===== src/rtl/spi_nor_pe_pkg.sv =====
package spi_nor_pe_pkg;

   typedef enum logic [1:0] {
      OP_PROG      = 2'd0,
      OP_ERASE_SUB = 2'd1,
      OP_ERASE_SEC = 2'd2,
      OP_ERASE_ALL = 2'd3
   } nor_op_e;

   typedef enum logic [3:0] {
      ST_IDLE,
      ST_WREN,
      ST_GAP,
      ST_CMD,
      ST_ADDR,
      ST_DATA,
      ST_POLL_CMD,
      ST_POLL_RD,
      ST_CHECK,
      ST_DONE
   } seq_state_e;

   localparam logic [7:0] CMD_WR_EN     = 8'h06;
   localparam logic [7:0] CMD_PAGE_PROG = 8'h02;
   localparam logic [7:0] CMD_RD_STAT   = 8'h05;
   localparam logic [7:0] CMD_ER_SMALL  = 8'h20;
   localparam logic [7:0] CMD_ER_LARGE  = 8'hD8;
   localparam logic [7:0] CMD_ER_FULL   = 8'hC7;
   localparam logic [7:0] STAT_BUSY_MSK = 8'h01;

   function automatic logic [7:0] op_opcode(input nor_op_e op);
      case (op)
         OP_PROG:      return CMD_PAGE_PROG;
         OP_ERASE_SUB: return CMD_ER_SMALL;
         OP_ERASE_SEC: return CMD_ER_LARGE;
         default:      return CMD_ER_FULL;
      endcase
   endfunction

endpackage


===== src/rtl/spi_nor_byte_shifter.sv =====
module spi_nor_byte_shifter #(
   parameter int CLK_DIV = 2
) (
   input  logic       clk,
   input  logic       rst_n,
   input  logic       start,
   input  logic [7:0] tx_byte,
   input  logic       miso,
   output logic       idle,
   output logic       byte_done,
   output logic [7:0] rx_byte,
   output logic       sck,
   output logic       mosi
);

   localparam int DIV_W = (CLK_DIV > 1) ? $clog2(CLK_DIV) : 1;

   logic       active;
   logic       tick;
   logic [2:0] bit_cnt;
   logic [7:0] tx_sh;

   generate
      if (CLK_DIV == 1) begin : g_nodiv
         assign tick = 1'b1;
      end else begin : g_div
         logic [DIV_W-1:0] div_cnt;
         assign tick = (div_cnt == DIV_W'(CLK_DIV - 1));
         always_ff @(posedge clk or negedge rst_n) begin
            if (!rst_n)               div_cnt <= '0;
            else if (!active || tick) div_cnt <= '0;
            else                      div_cnt <= div_cnt + 1'b1;
         end
      end
   endgenerate

   always_ff @(posedge clk or negedge rst_n) begin
      if (!rst_n) begin
         active    <= 1'b0;
         sck       <= 1'b0;
         bit_cnt   <= '0;
         tx_sh     <= '0;
         rx_byte   <= '0;
         byte_done <= 1'b0;
      end else begin
         byte_done <= 1'b0;
         if (!active) begin
            if (start) begin
               active  <= 1'b1;
               tx_sh   <= tx_byte;
               bit_cnt <= '0;
               sck     <= 1'b0;
            end
         end else if (tick) begin
            if (!sck) begin
               sck     <= 1'b1;
               rx_byte <= {rx_byte[6:0], miso};
            end else begin
               sck     <= 1'b0;
               tx_sh   <= {tx_sh[6:0], 1'b0};
               bit_cnt <= bit_cnt + 3'd1;
               if (bit_cnt == 3'd7) begin
                  active    <= 1'b0;
                  byte_done <= 1'b1;
               end
            end
         end
      end
   end

   assign idle = !active;
   assign mosi = tx_sh[7];

endmodule


===== src/rtl/spi_nor_page_split.sv =====
module spi_nor_page_split #(
   parameter int PAGE_BYTES = 256,
   parameter int LEN_W      = 16
) (
   input  logic [$clog2(PAGE_BYTES)-1:0] page_off,
   input  logic [LEN_W-1:0]              remain,
   output logic [LEN_W-1:0]              burst_len
);

   logic [LEN_W-1:0] room;

   always_comb begin
      room      = LEN_W'(PAGE_BYTES) - LEN_W'(page_off);
      burst_len = (remain < room) ? remain : room;
   end

endmodule


===== src/rtl/spi_nor_seq_ctrl.sv =====
module spi_nor_seq_ctrl
   import spi_nor_pe_pkg::*;
#(
   parameter int ADDR_BYTES = 3,
   parameter int LEN_W      = 16,
   parameter int CS_GAP     = 2
) (
   input  logic                    clk,
   input  logic                    rst_n,
   input  logic                    req_valid,
   output logic                    req_ready,
   input  logic [1:0]              req_op,
   input  logic [8*ADDR_BYTES-1:0] req_addr,
   input  logic [LEN_W-1:0]        req_len,
   input  logic                    wr_valid,
   output logic                    wr_ready,
   input  logic [7:0]              wr_data,
   output logic                    busy,
   output logic                    done,
   output logic                    cs_n,
   output logic                    sh_start,
   output logic [7:0]              sh_tx,
   input  logic                    sh_idle,
   input  logic                    sh_done,
   input  logic [7:0]              sh_rx,
   input  logic [LEN_W-1:0]        burst_len,
   output logic [8*ADDR_BYTES-1:0] cur_addr,
   output logic [LEN_W-1:0]        remain
);

   localparam int ADDR_W = 8 * ADDR_BYTES;
   localparam int IDX_W  = $clog2(ADDR_BYTES);
   localparam int GAP_W  = $clog2(CS_GAP + 1);

   seq_state_e        state, gap_ret;
   nor_op_e           op_q;
   logic [GAP_W-1:0]  gap_cnt;
   logic [IDX_W-1:0]  addr_idx;
   logic [ADDR_W-1:0] addr_sh;
   logic [LEN_W-1:0]  burst_left;
   logic              launched;
   logic              wip;
   logic              in_txn;

   always_comb begin
      in_txn = (state == ST_WREN) || (state == ST_CMD) || (state == ST_ADDR) ||
               (state == ST_DATA) || (state == ST_POLL_CMD) || (state == ST_POLL_RD);
      cs_n      = !in_txn;
      req_ready = (state == ST_IDLE);
      busy      = (state != ST_IDLE);
      done      = (state == ST_DONE);
      wr_ready  = (state == ST_DATA) && !launched && sh_idle;
      sh_start  = in_txn && !launched && sh_idle && ((state != ST_DATA) || wr_valid);
      case (state)
         ST_WREN:     sh_tx = CMD_WR_EN;
         ST_CMD:      sh_tx = op_opcode(op_q);
         ST_ADDR:     sh_tx = addr_sh[ADDR_W-1 -: 8];
         ST_DATA:     sh_tx = wr_data;
         ST_POLL_CMD: sh_tx = CMD_RD_STAT;
         default:     sh_tx = 8'h00;
      endcase
   end

   always_ff @(posedge clk or negedge rst_n) begin
      if (!rst_n) begin
         state      <= ST_IDLE;
         gap_ret    <= ST_IDLE;
         op_q       <= OP_PROG;
         gap_cnt    <= '0;
         addr_idx   <= '0;
         addr_sh    <= '0;
         burst_left <= '0;
         cur_addr   <= '0;
         remain     <= '0;
         launched   <= 1'b0;
         wip        <= 1'b0;
      end else begin
         if (sh_start)     launched <= 1'b1;
         else if (sh_done) launched <= 1'b0;

         case (state)
            ST_IDLE: begin
               if (req_valid) begin
                  op_q     <= nor_op_e'(req_op);
                  cur_addr <= req_addr;
                  remain   <= req_len;
                  if ((nor_op_e'(req_op) == OP_PROG) && (req_len == '0)) state <= ST_DONE;
                  else                                                 state <= ST_WREN;
               end
            end
            ST_WREN: begin
               if (sh_done) begin
                  state   <= ST_GAP;
                  gap_ret <= ST_CMD;
                  gap_cnt <= '0;
               end
            end
            ST_GAP: begin
               if (gap_cnt == GAP_W'(CS_GAP - 1)) begin
                  state <= gap_ret;
                  if (gap_ret == ST_CMD) burst_left <= burst_len;
               end else begin
                  gap_cnt <= gap_cnt + 1'b1;
               end
            end
            ST_CMD: begin
               if (sh_done) begin
                  addr_idx <= '0;
                  addr_sh  <= cur_addr;
                  if (op_q == OP_ERASE_ALL) begin
                     state   <= ST_GAP;
                     gap_ret <= ST_POLL_CMD;
                     gap_cnt <= '0;
                  end else begin
                     state <= ST_ADDR;
                  end
               end
            end
            ST_ADDR: begin
               if (sh_done) begin
                  addr_sh  <= addr_sh << 8;
                  addr_idx <= addr_idx + 1'b1;
                  if (addr_idx == IDX_W'(ADDR_BYTES - 1)) begin
                     if (op_q == OP_PROG) begin
                        state <= ST_DATA;
                     end else begin
                        state   <= ST_GAP;
                        gap_ret <= ST_POLL_CMD;
                        gap_cnt <= '0;
                     end
                  end
               end
            end
            ST_DATA: begin
               if (sh_done) begin
                  cur_addr   <= cur_addr + 1'b1;
                  remain     <= remain - 1'b1;
                  burst_left <= burst_left - 1'b1;
                  if (burst_left == LEN_W'(1)) begin
                     state   <= ST_GAP;
                     gap_ret <= ST_POLL_CMD;
                     gap_cnt <= '0;
                  end
               end
            end
            ST_POLL_CMD: begin
               if (sh_done) state <= ST_POLL_RD;
            end
            ST_POLL_RD: begin
               if (sh_done) begin
                  wip     <= |(sh_rx & STAT_BUSY_MSK);
                  state   <= ST_GAP;
                  gap_ret <= ST_CHECK;
                  gap_cnt <= '0;
               end
            end
            ST_CHECK: begin
               if (wip)                                   state <= ST_POLL_CMD;
               else if ((op_q == OP_PROG) && (remain != '0)) state <= ST_WREN;
               else                                       state <= ST_DONE;
            end
            default: state <= ST_IDLE;
         endcase
      end
   end

endmodule


===== src/rtl/spi_nor_pe_seq.sv =====
module spi_nor_pe_seq #(
   parameter int CLK_DIV    = 2,
   parameter int ADDR_BYTES = 3,
   parameter int LEN_W      = 16,
   parameter int PAGE_BYTES = 256,
   parameter int CS_GAP     = 2
) (
   input  logic                    clk,
   input  logic                    rst_n,
   input  logic                    req_valid,
   output logic                    req_ready,
   input  logic [1:0]              req_op,
   input  logic [8*ADDR_BYTES-1:0] req_addr,
   input  logic [LEN_W-1:0]        req_len,
   input  logic                    wr_valid,
   output logic                    wr_ready,
   input  logic [7:0]              wr_data,
   output logic                    busy,
   output logic                    done,
   output logic                    spi_sck,
   output logic                    spi_cs_n,
   output logic                    spi_mosi,
   input  logic                    spi_miso
);

   localparam int ADDR_W = 8 * ADDR_BYTES;
   localparam int PG_W   = $clog2(PAGE_BYTES);

   generate
      if (CLK_DIV < 1) begin : g_bad_div
         $error("CLK_DIV must be at least 1");
      end
      if ((ADDR_BYTES != 3) && (ADDR_BYTES != 4)) begin : g_bad_addr
         $error("ADDR_BYTES must be 3 or 4");
      end
      if ((PAGE_BYTES < 2) || ((1 << PG_W) != PAGE_BYTES)) begin : g_bad_page
         $error("PAGE_BYTES must be a power of two");
      end
      if (LEN_W <= PG_W) begin : g_bad_len
         $error("LEN_W must exceed the page offset width");
      end
      if (CS_GAP < 1) begin : g_bad_gap
         $error("CS_GAP must be at least 1");
      end
   endgenerate

   logic              sh_start, sh_idle, sh_done;
   logic [7:0]        sh_tx, sh_rx;
   logic [LEN_W-1:0]  burst_len, remain;
   logic [ADDR_W-1:0] cur_addr;

   spi_nor_seq_ctrl #(
      .ADDR_BYTES (ADDR_BYTES),
      .LEN_W      (LEN_W),
      .CS_GAP     (CS_GAP)
   ) u_ctrl (
      .clk       (clk),
      .rst_n     (rst_n),
      .req_valid (req_valid),
      .req_ready (req_ready),
      .req_op    (req_op),
      .req_addr  (req_addr),
      .req_len   (req_len),
      .wr_valid  (wr_valid),
      .wr_ready  (wr_ready),
      .wr_data   (wr_data),
      .busy      (busy),
      .done      (done),
      .cs_n      (spi_cs_n),
      .sh_start  (sh_start),
      .sh_tx     (sh_tx),
      .sh_idle   (sh_idle),
      .sh_done   (sh_done),
      .sh_rx     (sh_rx),
      .burst_len (burst_len),
      .cur_addr  (cur_addr),
      .remain    (remain)
   );

   spi_nor_page_split #(
      .PAGE_BYTES (PAGE_BYTES),
      .LEN_W      (LEN_W)
   ) u_split (
      .page_off  (cur_addr[PG_W-1:0]),
      .remain    (remain),
      .burst_len (burst_len)
   );

   spi_nor_byte_shifter #(
      .CLK_DIV (CLK_DIV)
   ) u_shift (
      .clk       (clk),
      .rst_n     (rst_n),
      .start     (sh_start),
      .tx_byte   (sh_tx),
      .miso      (spi_miso),
      .idle      (sh_idle),
      .byte_done (sh_done),
      .rx_byte   (sh_rx),
      .sck       (spi_sck),
      .mosi      (spi_mosi)
   );

endmodule


===== config.mk =====
export PLATFORM = sky130hd
export DESIGN_NAME = spi_nor_pe_seq
export DESIGN_NICKNAME = d
export VERILOG_FILES = /design/src/rtl/spi_nor_pe_pkg.sv /design/src/rtl/spi_nor_byte_shifter.sv /design/src/rtl/spi_nor_page_split.sv /design/src/rtl/spi_nor_seq_ctrl.sv /design/src/rtl/spi_nor_pe_seq.sv
export SDC_FILE = /design/constraint.sdc
export NUM_CORES = 1
export LEC_CHECK = 0
export BUFFER_PORTS_ARGS = -buffer_cell sky130_fd_sc_hd__buf_2
export CAP_MARGIN = 15
export CORE_MARGIN = 2
export CORE_UTILIZATION = 67
export CTS_BUF_LIST = sky130_fd_sc_hd__clkbuf_4 sky130_fd_sc_hd__clkbuf_8
export DETAILED_ROUTE_END_ITERATION = 10
export GPL_TIMING_DRIVEN = 0
export PLACE_DENSITY = 0.88
export SLEW_MARGIN = 20
export SYNTH_ARGS = -nofsm -noshare
export SYNTH_HDL_FRONTEND = slang
export SYNTH_SLANG_ARGS = --single-unit

===== constraint.sdc =====
create_clock -name clk -period 4.9 [get_ports clk]
set_input_delay 0.245 -clock clk [delete_from_list [all_inputs] [get_ports clk]]
set_output_delay 0.245 -clock clk [all_outputs]
set_load 0.005 [all_outputs]

After elaboration in Yosys (flattened, before gate mapping)
Index checks and enable logic that the tools add are counted.
W data, S select, Z words.
{"block": "word_totals", "register_bits": 112, "in_bits": 55, "output_inout_bits": 7, "elab_cells": 182}
{"block": "op_classes", "n_addsub": 8, "n_lt_le_gt_ge": 1, "eq_ne": 35, "mux": 77, "n_bitwise": 1, "reduce_logical": 42}
{"op": "$mux W16", "n": 6}
{"op": "$mux W24", "n": 4}
{"op": "$pmux W24 S2", "n": 2}
{"op": "$mux W4", "n": 21}
{"op": "$pmux W16 S2", "n": 2}
{"op": "$pmux W8 S5", "n": 1}
{"op": "$mux W8", "n": 4}
{"op": "$pmux W4 S8", "n": 1}
{"op": "$sub A16 B1 Y16 const B", "n": 2}
{"op": "$add A24 B1 Y24 const B", "n": 1}
{"op": "$pmux W8 S3", "n": 1}
{"op": "$mux W2", "n": 10}
{"op": "$ne A2 B1 Y1 const B", "n": 10}
{"op": "$pmux W4 S5", "n": 1}
{"op": "$reduce_and A10 Y1", "n": 2}
{"op": "$mux W3", "n": 6}
{"op": "$eq A16 B1 Y1 const B", "n": 1}
{"op": "$eq A4 B3 Y1 const B", "n": 4}
{"op": "$logic_not A16 Y1", "n": 1}
{"op": "$lt A16 B16 Y1", "n": 1}
{"op": "$mux W1", "n": 16}
{"op": "$reduce_bool A16 Y1", "n": 1}
{"op": "$ne A2 B2 Y1 const B", "n": 7}
{"op": "$eq A4 B2 Y1 const B", "n": 3}
{"op": "26 further kinds", "n": 56}

Longest topological paths before layout
Gate-level depths: netlist of run 1.
{"block": "logic_depth", "ltp_word": 11, "mapped_depth": 12, "depth_no_buf": 11}

By module
Synthesis of run 1 repeated with hierarchy kept, for this count alone.
{"block": "unflattened", "cells_unflattened": 844, "hier_area_um2": 7400.8}
{"module": "spi_nor_seq_ctrl", "n_inst": 1, "cells_each": 695, "area_per_inst_um2": 5840.6, "seq_area_each_um2": 2402.3}
{"module": "spi_nor_byte_shifter", "n_inst": 1, "cells_each": 82, "area_per_inst_um2": 1062.3, "seq_area_each_um2": 575.6}
{"module": "spi_nor_page_split", "n_inst": 1, "cells_each": 67, "area_per_inst_um2": 498.0, "seq_area_each_um2": 0.0}

Worst setup path after synthesis of run 1
OpenSTA, ideal clock, no wires.
{"block": "synth_timing", "kind": "flip-flop to flip-flop", "from": "register u_ctrl.cur_addr[4]", "to": "register u_ctrl.burst_left[7]", "setup_ps": 122, "arrival_time_ps": 2548, "required_time_ps": 4778, "slack_ps": 2230, "stages_incl_launch_ff": 11, "n_path_buf": 1, "synth_period_minus_slack_ps": 2670, "cell_sequence": "dfrtp_1 clkbuf_1 nor4_1 nand2_1 or3_1 ha_1 o21ai_0 a211o_1 nand4_4 or3_1 a32o_1"}
{"block": "synth_between", "elab_chain_cells": 6}
{"item": "start, declared", "line": "spi_nor_seq_ctrl.sv:27", "rtl": "output logic [8*ADDR_BYTES-1:0] cur_addr,"}
{"item": "start signal, assigned", "line": "spi_nor_seq_ctrl.sv:85", "rtl": "cur_addr <= req_addr;"}
{"item": "start signal, assigned", "line": "spi_nor_seq_ctrl.sv:136", "rtl": "cur_addr <= cur_addr + 1'b1;"}
{"item": "$sub A9 B8 Y10 *", "line": "spi_nor_page_split.sv:13", "rtl": "room = LEN_W'(PAGE_BYTES) - LEN_W'(page_off);"}
{"item": "$lt A16 B16 Y1", "line": "spi_nor_page_split.sv:14", "rtl": "burst_len = (remain < room) ? remain : room;"}
{"item": "$mux W16 *", "line": "spi_nor_page_split.sv:14"}
{"item": "$mux W16 *", "line": "spi_nor_seq_ctrl.sv:101", "rtl": "if (gap_ret == ST_CMD) burst_left <= burst_len;"}
{"item": "$mux W16 *", "line": "spi_nor_seq_ctrl.sv:99", "rtl": "if (gap_cnt == GAP_W'(CS_GAP - 1)) begin"}
{"item": "$pmux W16 S2 *", "line": "spi_nor_seq_ctrl.sv:81", "rtl": "case (state)"}
{"item": "end signal, assigned", "line": "spi_nor_seq_ctrl.sv:101"}
{"item": "end signal, assigned", "line": "spi_nor_seq_ctrl.sv:138", "rtl": "burst_left <= burst_left - 1'b1;"}
{"item": "end, declared", "line": "spi_nor_seq_ctrl.sv:40", "rtl": "logic [LEN_W-1:0] burst_left;"}
Every way passes the cells marked *; elsewhere a longest branch is shown, timed or not. The select of a mux whose other input is x is not followed.
A chain may end at the register's enable or synchronous reset.

Worst setup path in the final report of run 1
Ends and elaborated chain as after synthesis.

==> summary.txt, run 1 <==
start point of the worst hold path: req_addr[0]
area delta synth->final: 10.7%
final-report setup violation count: 0
area taken by multi-input logic gates: 0.00361 mm^2
residual antenna-violating net count after detailed routing: 0
sequence of cells on the critical path: clkbuf_1, nor4_1, nand2_1, or3_1, ha_1, o21ai_0, a211o_1, nand4_4, or3_1, a32o_1
crit path capture type: flop
Gate Count Post-Synth: 789
placed inst area: 0.00723 mm^2
final sum of negative setup slack: 0 ps
fraction of post-synthesis cell area in the top cell type by area: 41.7%
leakage power of the design: 0.00317 uW
TritonCTS clock tree: built
number of CTS-inserted buffers: 9
Die Span Y: 104 um
data required time at the worst endpoint: 5200 ps
final weighted congestion in routability-driven placement: 1.02
data arrival time of the worst path: 3460 ps
remaining max-slew budget at the tightest pin: 43.2%
synthesized netlist net count: 865
R2R cell count: 10
sink of the worst hold path: u_ctrl.cur_addr[0]
filler cell count: 743
hold-fix buffers at CTS: 1
post-CTS setup buffer count: 0
summed instance area of the synthesized netlist: 0.00672 mm^2
cell depth of the worst setup path: 10
HPWL after DPL: 14200 um
fin crit period: 3160 ps
DRC violations left: 0
initial detailed-routing violation count: 671
sum of overflow across all layers after global routing: 0
share of synthesized cell area in and, or, nand and nor gates: 19.2%
Cell variety after synth: 66
top post-synthesis cells by area: sky130_fd_sc_hd__dfrtp_1, sky130_fd_sc_hd__o21ai_0, sky130_fd_sc_hd__a21oi_1, sky130_fd_sc_hd__nand2_1, sky130_fd_sc_hd__ha_1
crit path max-delay cell type: sky130_fd_sc_hd__nor4_1
final clock skew: 13.7 ps
number of cells traversed by the worst hold path: 3
status: completed
Slowest Stage Delay on Critical Path: 450 ps
category of cells accounting for the largest share of critical-path delay: simple AND/OR/NAND/NOR gates
latest clock arrival within the worst-skew pair: 410 ps
worst vdd ir: 346 uV
Final period util: 64.5%
post-CTS resize count: 0
fmax: 317 MHz
number of synthesized register bits: 112
Root Driver: sky130_fd_sc_hd__clkbuf_8
clock transition time at the flip-flop clock pins of the worst setup and hold paths: 120 ps
share of synthesized registers carrying an async set or reset: 100%
Final Max Slew Viols: 0
vias post-DR: 6734
type of the setup path with the least slack: reg2reg
nets: 939
vias in the first global route: 6464
total inserted antenna cells: 0
Die Width: 104 um
reg2reg setup slack: 1740 ps
Most used DFF post-synth: sky130_fd_sc_hd__dfrtp_1
top-level I/O count: 62
standard-cell rows: 36
initial antenna violation count: 0
wire per inst: 19.8 um
total power divided by cell area: 585 mW/mm^2
Synth Area in XOR/XNOR: 0.912%
placeable core region: 0.00977 mm^2
layout cells sized above 1: 14.2%
DIE AREA: 0.0108 mm^2
Warnings, synthesis: 0
count of final hold-check violations: 0
Final Total Pwr: 4360 uW
post-synthesis compound-gate area fraction: 24.5%
largest family of logic cells by synthesized area: compound AO/OA/AOI/OAI gates
synthesized-area fraction occupied by adder cells: 3.91%
CTS sink count: 112
biggest fanout along the worst timing path: 10
R2R Path End: u_ctrl.burst_left[7]
final std cell area, no fill: 0.00744 mm^2
slew at the pin closest to its max-slew limit: 844 ps
Initial Utilization: 68.8%
average size of a mapped cell: 8.52 um^2
Crit Reg-Reg Startpoint: u_ctrl.cur_addr[4]
first-pass iteration count of the detailed router: 5
RSZ-0062 raised after global routing: false
biggest area consumer among synthesized cells: sky130_fd_sc_hd__dfrtp_1
Max H-tree Level: 3
sum of buffers and inverters on the critical path: 1
most prevalent standard cell on the critical path: sky130_fd_sc_hd__or3_1
Buffers on Ports: 61
Final Routed Wirelength: 19800 um
sequential standard cell area: 0.00280 mm^2
number of enable-type register cells in the synthesized netlist: 0
largest net degree at the start of global routing: 62
part of the Yosys area used for sequential elements: 41.7%
global-route wire length before repair: 32300 um
number of vias per cell after detailed routing: 6.73
multiplexer share of the synthesized area: 5.03%
total global-route track usage: 37.7%
maximum buffer depth of the clock tree: 2
worst min path class: in2reg
crit start category: flop
max-cap violations: 0
logic make-up (layout without fill, tap and decap cells):
logic type / Yosys count / count (layout)
fa+ha+maj: 21 / 21
compound gates: 273 / 273
simple gates: 265 / 265
mux: 32 / 32
buf+inv: 79 / 158
flops: 112 / 112
xor+xnor: 7 / 7
state kept, by name, summed over array words and instances, names as in the netlist:
| name | flops |
|---|---|
| u_ctrl.addr_sh | 24 |
| u_shift.sck | 1 |
| u_shift.byte_done | 1 |
| u_shift.tx_sh | 8 |
| u_ctrl.state | 4 |
| u_ctrl.cur_addr | 24 |
| u_ctrl.gap_cnt | 2 |
| u_ctrl.burst_left | 16 |
| u_ctrl.gap_ret | 4 |
| u_shift.rx_byte | 1 |
| u_shift.g_div.div_cnt | 1 |
| u_ctrl.wip | 1 |
| u_ctrl.op_q | 2 |
| u_ctrl.remain | 16 |
| u_shift.bit_cnt | 3 |
| u_ctrl.addr_idx | 2 |
| u_shift.active | 1 |
| u_ctrl.launched | 1 |
worst reg2reg max path, cell delays in order (launching register included):
cell	delay, ps
sky130_fd_sc_hd__dfrtp_1	380
sky130_fd_sc_hd__clkbuf_1	280
sky130_fd_sc_hd__nor4_1	460
sky130_fd_sc_hd__nand2_1	150
sky130_fd_sc_hd__or3_1	360
sky130_fd_sc_hd__ha_1	320
sky130_fd_sc_hd__o21ai_0	80
sky130_fd_sc_hd__a211o_1	180
sky130_fd_sc_hd__nand4_4	220
sky130_fd_sc_hd__or3_1	370
sky130_fd_sc_hd__a32o_1	260
synthesized netlist by cell type, types with 2 or more instances:
cell and number:
sky130_fd_sc_hd__a2bb2oi_1 9, sky130_fd_sc_hd__nor4_1 10, sky130_fd_sc_hd__or3_1 3, sky130_fd_sc_hd__a22oi_1 5, sky130_fd_sc_hd__a222oi_1 2, sky130_fd_sc_hd__a211oi_1 3, sky130_fd_sc_hd__o21ai_2 2, sky130_fd_sc_hd__nor3_2 2
sky130_fd_sc_hd__or4_1 5, sky130_fd_sc_hd__inv_1 28, sky130_fd_sc_hd__nor2b_1 2, sky130_fd_sc_hd__and3_1 11, sky130_fd_sc_hd__nor2_1 67, sky130_fd_sc_hd__o31ai_1 5, sky130_fd_sc_hd__mux2_2 10, sky130_fd_sc_hd__or2_2 3
sky130_fd_sc_hd__o22ai_1 16, sky130_fd_sc_hd__o32ai_1 3, sky130_fd_sc_hd__nand2_1 87, sky130_fd_sc_hd__a21oi_1 87, sky130_fd_sc_hd__xnor2_1 3, sky130_fd_sc_hd__nand3_1 28, sky130_fd_sc_hd__o211ai_1 5, sky130_fd_sc_hd__a21o_1 4
sky130_fd_sc_hd__dfrtp_1 112, sky130_fd_sc_hd__xor2_1 4, sky130_fd_sc_hd__buf_2 12, sky130_fd_sc_hd__a31oi_1 5, sky130_fd_sc_hd__clkbuf_1 34, sky130_fd_sc_hd__o221ai_1 2, sky130_fd_sc_hd__a211o_1 2, sky130_fd_sc_hd__ha_1 21
sky130_fd_sc_hd__buf_1 4, sky130_fd_sc_hd__nor3_1 19, sky130_fd_sc_hd__a22o_1 11, sky130_fd_sc_hd__mux2i_1 21, sky130_fd_sc_hd__or3_4 3, sky130_fd_sc_hd__o21ai_0 95, sky130_fd_sc_hd__nand4_1 7, sky130_fd_sc_hd__o41ai_1 2
sky130_fd_sc_hd__a31o_2 2, sky130_fd_sc_hd__nand2b_1 8, sky130_fd_sc_hd__o21ai_1 2
routing by layer:
layer,vias up,global-route usage [%],part of all wire [%]
li1,3021,-,-
met1,3174,49.0,39
met2,459,58.9,46
met3,80,11.5,11
met4,0,16.1,3.7
met5,-,0,0
worst max-delay path by stage:
stage	startpoint	slack, ps	endpoint
floorplan	u_ctrl.cur_addr[4]	2230	u_ctrl.burst_left[7]
global placement	u_ctrl.cur_addr[4]	1940	u_ctrl.burst_left[7]
detailed placement	u_ctrl.cur_addr[4]	1830	u_ctrl.burst_left[7]
CTS	u_ctrl.cur_addr[4]	1790	u_ctrl.burst_left[7]
global route	u_ctrl.cur_addr[4]	1540	u_ctrl.burst_left[7]
finish	u_ctrl.cur_addr[4]	1740	u_ctrl.burst_left[7]
power by group:
group | total (uW) | internal, uW | leakage, uW | switching (uW)
Sequential | 1650 | 1270 | 0.00140 | 385
Combinational | 2130 | 820 | 0.00166 | 1310
Clock | 569 | 204 | 0.000104 | 366
layout by cell type (no fill, tap or decap), types with 5 or more instances in the layout:
| master | instances |
|---|---|
| sky130_fd_sc_hd__dfrtp_1 | 112 |
| sky130_fd_sc_hd__o21ai_0 | 95 |
| sky130_fd_sc_hd__nand2_1 | 87 |
| sky130_fd_sc_hd__a21oi_1 | 87 |
| sky130_fd_sc_hd__buf_2 | 72 |
| sky130_fd_sc_hd__nor2_1 | 67 |
| sky130_fd_sc_hd__clkbuf_1 | 34 |
| sky130_fd_sc_hd__inv_1 | 28 |
| sky130_fd_sc_hd__nand3_1 | 28 |
| sky130_fd_sc_hd__mux2i_1 | 21 |
| sky130_fd_sc_hd__ha_1 | 21 |
| sky130_fd_sc_hd__nor3_1 | 19 |
| sky130_fd_sc_hd__o22ai_1 | 16 |
| sky130_fd_sc_hd__and3_1 | 11 |
| sky130_fd_sc_hd__a22o_1 | 11 |
| sky130_fd_sc_hd__mux2_2 | 10 |
| sky130_fd_sc_hd__nor4_1 | 9 |
| sky130_fd_sc_hd__a2bb2oi_1 | 9 |
| sky130_fd_sc_hd__clkbuf_8 | 9 |
| sky130_fd_sc_hd__nand2b_1 | 8 |
| sky130_fd_sc_hd__nand4_1 | 7 |
| sky130_fd_sc_hd__o211ai_1 | 5 |
| sky130_fd_sc_hd__or4_1 | 5 |
| sky130_fd_sc_hd__a31oi_1 | 5 |
| sky130_fd_sc_hd__o31ai_1 | 5 |
| sky130_fd_sc_hd__a22oi_1 | 5 |
final cells by class:
cell class / instances / area share [%]
multi-input cells: 598 / 48.5
flip-flops and latches: 112 / 37.7
repair buffers: 63 / 4.69
plain buffers: 51 / 2.82
well taps: 133 / 2.24
clock buffers: 9 / 1.66
inverters: 28 / 1.41
clock inverters: 7 / 1.01
metrics by stage:
step                      std cells  util (%)  worst slack [ps]  hold slack (ps)
after floorplan                 789         -              2230            -50.6
after global placement          983      73.6              1940              459
after detailed placement        984      74.0              1830              222
after CTS                      1001      76.1              1790             48.4
after global routing           1001      76.1              1540             54.8
final                          1001      76.1              1740             61.0
Note: power is estimated with default switching activity, not from simulation.
==> run 2: changes to the inputs <==
--- a/config.mk
+++ b/config.mk
@@ -8,11 +8,11 @@
 export BUFFER_PORTS_ARGS = -buffer_cell sky130_fd_sc_hd__buf_2
 export CAP_MARGIN = 15
 export CORE_MARGIN = 2
-export CORE_UTILIZATION = 67
+export CORE_UTILIZATION = 62
 export CTS_BUF_LIST = sky130_fd_sc_hd__clkbuf_4 sky130_fd_sc_hd__clkbuf_8
 export DETAILED_ROUTE_END_ITERATION = 10
 export GPL_TIMING_DRIVEN = 0
-export PLACE_DENSITY = 0.88
+export PLACE_DENSITY = 0.83
 export SLEW_MARGIN = 20
 export SYNTH_ARGS = -nofsm -noshare
 export SYNTH_HDL_FRONTEND = slang
==> constraint.sdc (replaced) <==
create_clock -name clk -period 3.2 [get_ports clk]
set_input_delay 0.16 -clock clk [delete_from_list [all_inputs] [get_ports clk]]
set_output_delay 0.16 -clock clk [all_outputs]
set_load 0.005 [all_outputs]
==> run 2 against run 1 <==
Via count is 0.76% lower. Die area up 7.7%. Maximum frequency grew 4.9%. Largest power group unchanged. Register-to-register slack got worse by 1600 ps. Worst hold slack worse by 46 ps.
==> summary.txt, run 2 (synthesis results as in run 1) <==
maximum buffer depth of the clock tree: 2 (unchanged)
vias post-DR: 6683 (-0.76%)
TritonCTS clock tree: built
sequence of cells on the critical path: clkbuf_1, inv_1, ha_1, xor2_1, ha_1, a211oi_1, a211o_1, nand4_4, or3_1, a32o_1
post-CTS setup buffer count: 0 (unchanged)
proportion of power drawn by flip-flops and latches: 37.7% (-0.3 points)
slew at the pin closest to its max-slew limit: 906 ps (+62.5 ps)
commonest non-fill, non-tap cells in the layout: sky130_fd_sc_hd__dfrtp_1, sky130_fd_sc_hd__o21ai_0, sky130_fd_sc_hd__nand2_1, sky130_fd_sc_hd__a21oi_1, sky130_fd_sc_hd__buf_2
wire per inst: 19.7 um (-0.56%)
HPWL after DPL: 14400 um (+1.6%)
crit path max-delay cell type: sky130_fd_sc_hd__dfrtp_1
CTS sink count: 112 (unchanged)
latest clock arrival within the worst-skew pair: 410 ps (about the same)
count of final hold-check violations: 0 (unchanged)
leakage power of the design: 0.00317 uW (+0.26%)
data required time at the worst endpoint: 3500 ps (-1700 ps)
fraction of power consumed by the clock network: 12.8% (-0.3 points)
total inserted antenna cells: 0 (unchanged)
Initial Utilization: 62.8% (-5.9 points)
data arrival time of the worst path: 3310 ps (-150 ps)
final-report setup violation count: 0 (unchanged)
final weighted congestion in routability-driven placement: 0.970 (-5.2%)
clock transition time at the flip-flop clock pins of the worst setup and hold paths: 120 ps (about the same)
type of the setup path with the least slack: reg2reg
total global-route track usage: 35.0% (-2.7 points)
Internal Pwr Total: 3510 uW (+53%)
Die Width: 108 um (+3.8%)
remaining max-slew budget at the tightest pin: 39.1% (-4.1 points)
total instance count after detailed placement: 991 (+0.71%)
initial antenna violation count: 0 (unchanged)
Non-Filler Instances: 1011 (+1.0%)
sum of buffers and inverters on the critical path: 2 (+1)
Root Driver: sky130_fd_sc_hd__clkbuf_8
final sum of negative setup slack: 0 ps (unchanged)
crit start category: flop
Final Routed Wirelength: 19900 um (+0.43%)
status: completed
Max H-tree Level: 3 (unchanged)
DRC violations left: 0 (unchanged)
standard-cell rows: 38 (+5.6%)
final critical-path setup slack: 188 ps (-1550 ps)
Final period util: 94.1% (+30 points)
nets: 942 (+0.32%)
registers with the highest flip-flop counts: u_ctrl.addr_sh x24, u_ctrl.cur_addr x24
Buffers on Ports: 61 (unchanged)
fmax: 332 MHz (+4.9%)
sum of overflow across all layers after global routing: 0 (unchanged)
Final Max Slew Viols: 0 (unchanged)
initial detailed-routing violation count: 842 (+25%)
total power divided by cell area: 889 mW/mm^2 (+52%)
area delta synth->final: 11.2%
category of cells accounting for the largest share of critical-path delay: compound AO/OA/AOI/OAI gates
Die Span Y: 108 um (+3.8%)
Slowest Stage Delay on Critical Path: 370 ps (-80 ps)
Psw: 3140 uW (+52%)
commonest non-fill, non-tap cell in the layout: sky130_fd_sc_hd__dfrtp_1
largest net degree at the start of global routing: 59 (-4.8%)
top-level I/O count: 62 (unchanged)
most prevalent standard cell on the critical path: sky130_fd_sc_hd__ha_1
Worst Setup Slack post-DPL: 194 ps (-1640 ps)
combinational power share: 49.5% (+0.5 points)
fin crit period: 3010 ps (-147 ps)
vias in the first global route: 6475 (+0.17%)
crit path capture type: flop
final clock skew: 15.1 ps (+1.40 ps)
filler cell count: 880 (+18%)
RSZ-0062 raised after global routing: false
global-route wire length before repair: 31800 um (-1.7%)
switching part of the total: 47.2% (-0.15 points)
DIE AREA: 0.0117 mm^2 (+7.7%)
worst vdd ir: 516 uV (+49%)
biggest fanout along the worst timing path: 10 (unchanged)
residual antenna-violating net count after detailed routing: 0 (unchanged)
number of CTS-inserted buffers: 9 (unchanged)
max-cap violations: 0 (unchanged)
first-pass iteration count of the detailed router: 6 (+1)
layout cells sized above 1: 14.2% (+0.066 points)
placeable core region: 0.0107 mm^2 (+9.4%)
Min Hold Slack: 15.4 ps (-45.6 ps)
worst min path class: in2reg
number of vias per cell after detailed routing: 6.61 (-1.7%)
[run 2: area by class of cell]
| type | instances | area (um^2) | area share (%) |
|---|---|---|---|
| Multi-Input combinational cell | 598 | 3620 | 48.4 |
| Sequential cell | 112 | 2800 | 37.5 |
| Clock inverter | 7 | 63.8 | 0.854 |
| Clock buffer | 9 | 124 | 1.66 |
| Tap cell | 140 | 175 | 2.34 |
| Inverter | 28 | 105 | 1.41 |
| Buffer | 51 | 210 | 2.81 |
| Timing Repair Buffer | 66 | 379 | 5.07 |
[run 2: power by group through the flow]
stage | Sequential, uW | Combinational, uW | Clock (uW)
floorplan | 2330 | 2370 | 0
global placement | 2470 | 3070 | 0
detailed placement | 2500 | 3200 | 0
CTS | 2480 | 3210 | 849
global route | 2570 | 3630 | 909
finish | 2510 | 3290 | 850
[run 2: path summary, 6_finish.rpt]
kind	start	end	slack [ps]	depth (start not counted)
max in group asynchronous	rst_n	u_ctrl.remain[0]	2280	3
hold / removal	req_len[0]	u_ctrl.remain[0]	20	3
hold reg to reg	u_shift.tx_sh[3]	u_shift.tx_sh[3]	500	2
min in group asynchronous	rst_n	u_ctrl.gap_ret[1]	260	2
setup / recovery	u_ctrl.cur_addr[0]	u_ctrl.burst_left[7]	190	10
setup reg to reg	u_ctrl.cur_addr[0]	u_ctrl.burst_left[7]	190	10
[run 2: worst reg2reg max path: stages, from the launching register on]
cell and delay (ps):
sky130_fd_sc_hd__dfrtp_1 370, sky130_fd_sc_hd__clkbuf_1 320, sky130_fd_sc_hd__inv_1 130, sky130_fd_sc_hd__ha_1 260
sky130_fd_sc_hd__xor2_1 240, sky130_fd_sc_hd__ha_1 300, sky130_fd_sc_hd__a211oi_1 240, sky130_fd_sc_hd__a211o_1 210
sky130_fd_sc_hd__nand4_4 220, sky130_fd_sc_hd__or3_1 370, sky130_fd_sc_hd__a32o_1 260
[run 2: timing repair]
item	in CTS	in global routing
endpoints found under the hold margin	57	0
hold buffers	4	0
setup endpoints to repair	0	4
resized for setup	0	1
[run 2: stage by stage]
step	instance area [um^2]	total power (uW)	utilization, %
after floorplan	6720	4700	-
after global placement	7200	5540	67.3
after detailed placement	7240	5700	67.7
after CTS	7470	6540	69.8
after global routing	7480	7100	69.9
final	7480	6640	69.9
[run 2: metal layers]
metal	up-vias	wire length, um	GRT usage [%]
li1	3028	-	-
met1	3135	7830	46.2
met2	438	9370	56.2
met3	82	1950	6.27
met4	0	766	16.5
met5	-	0	0
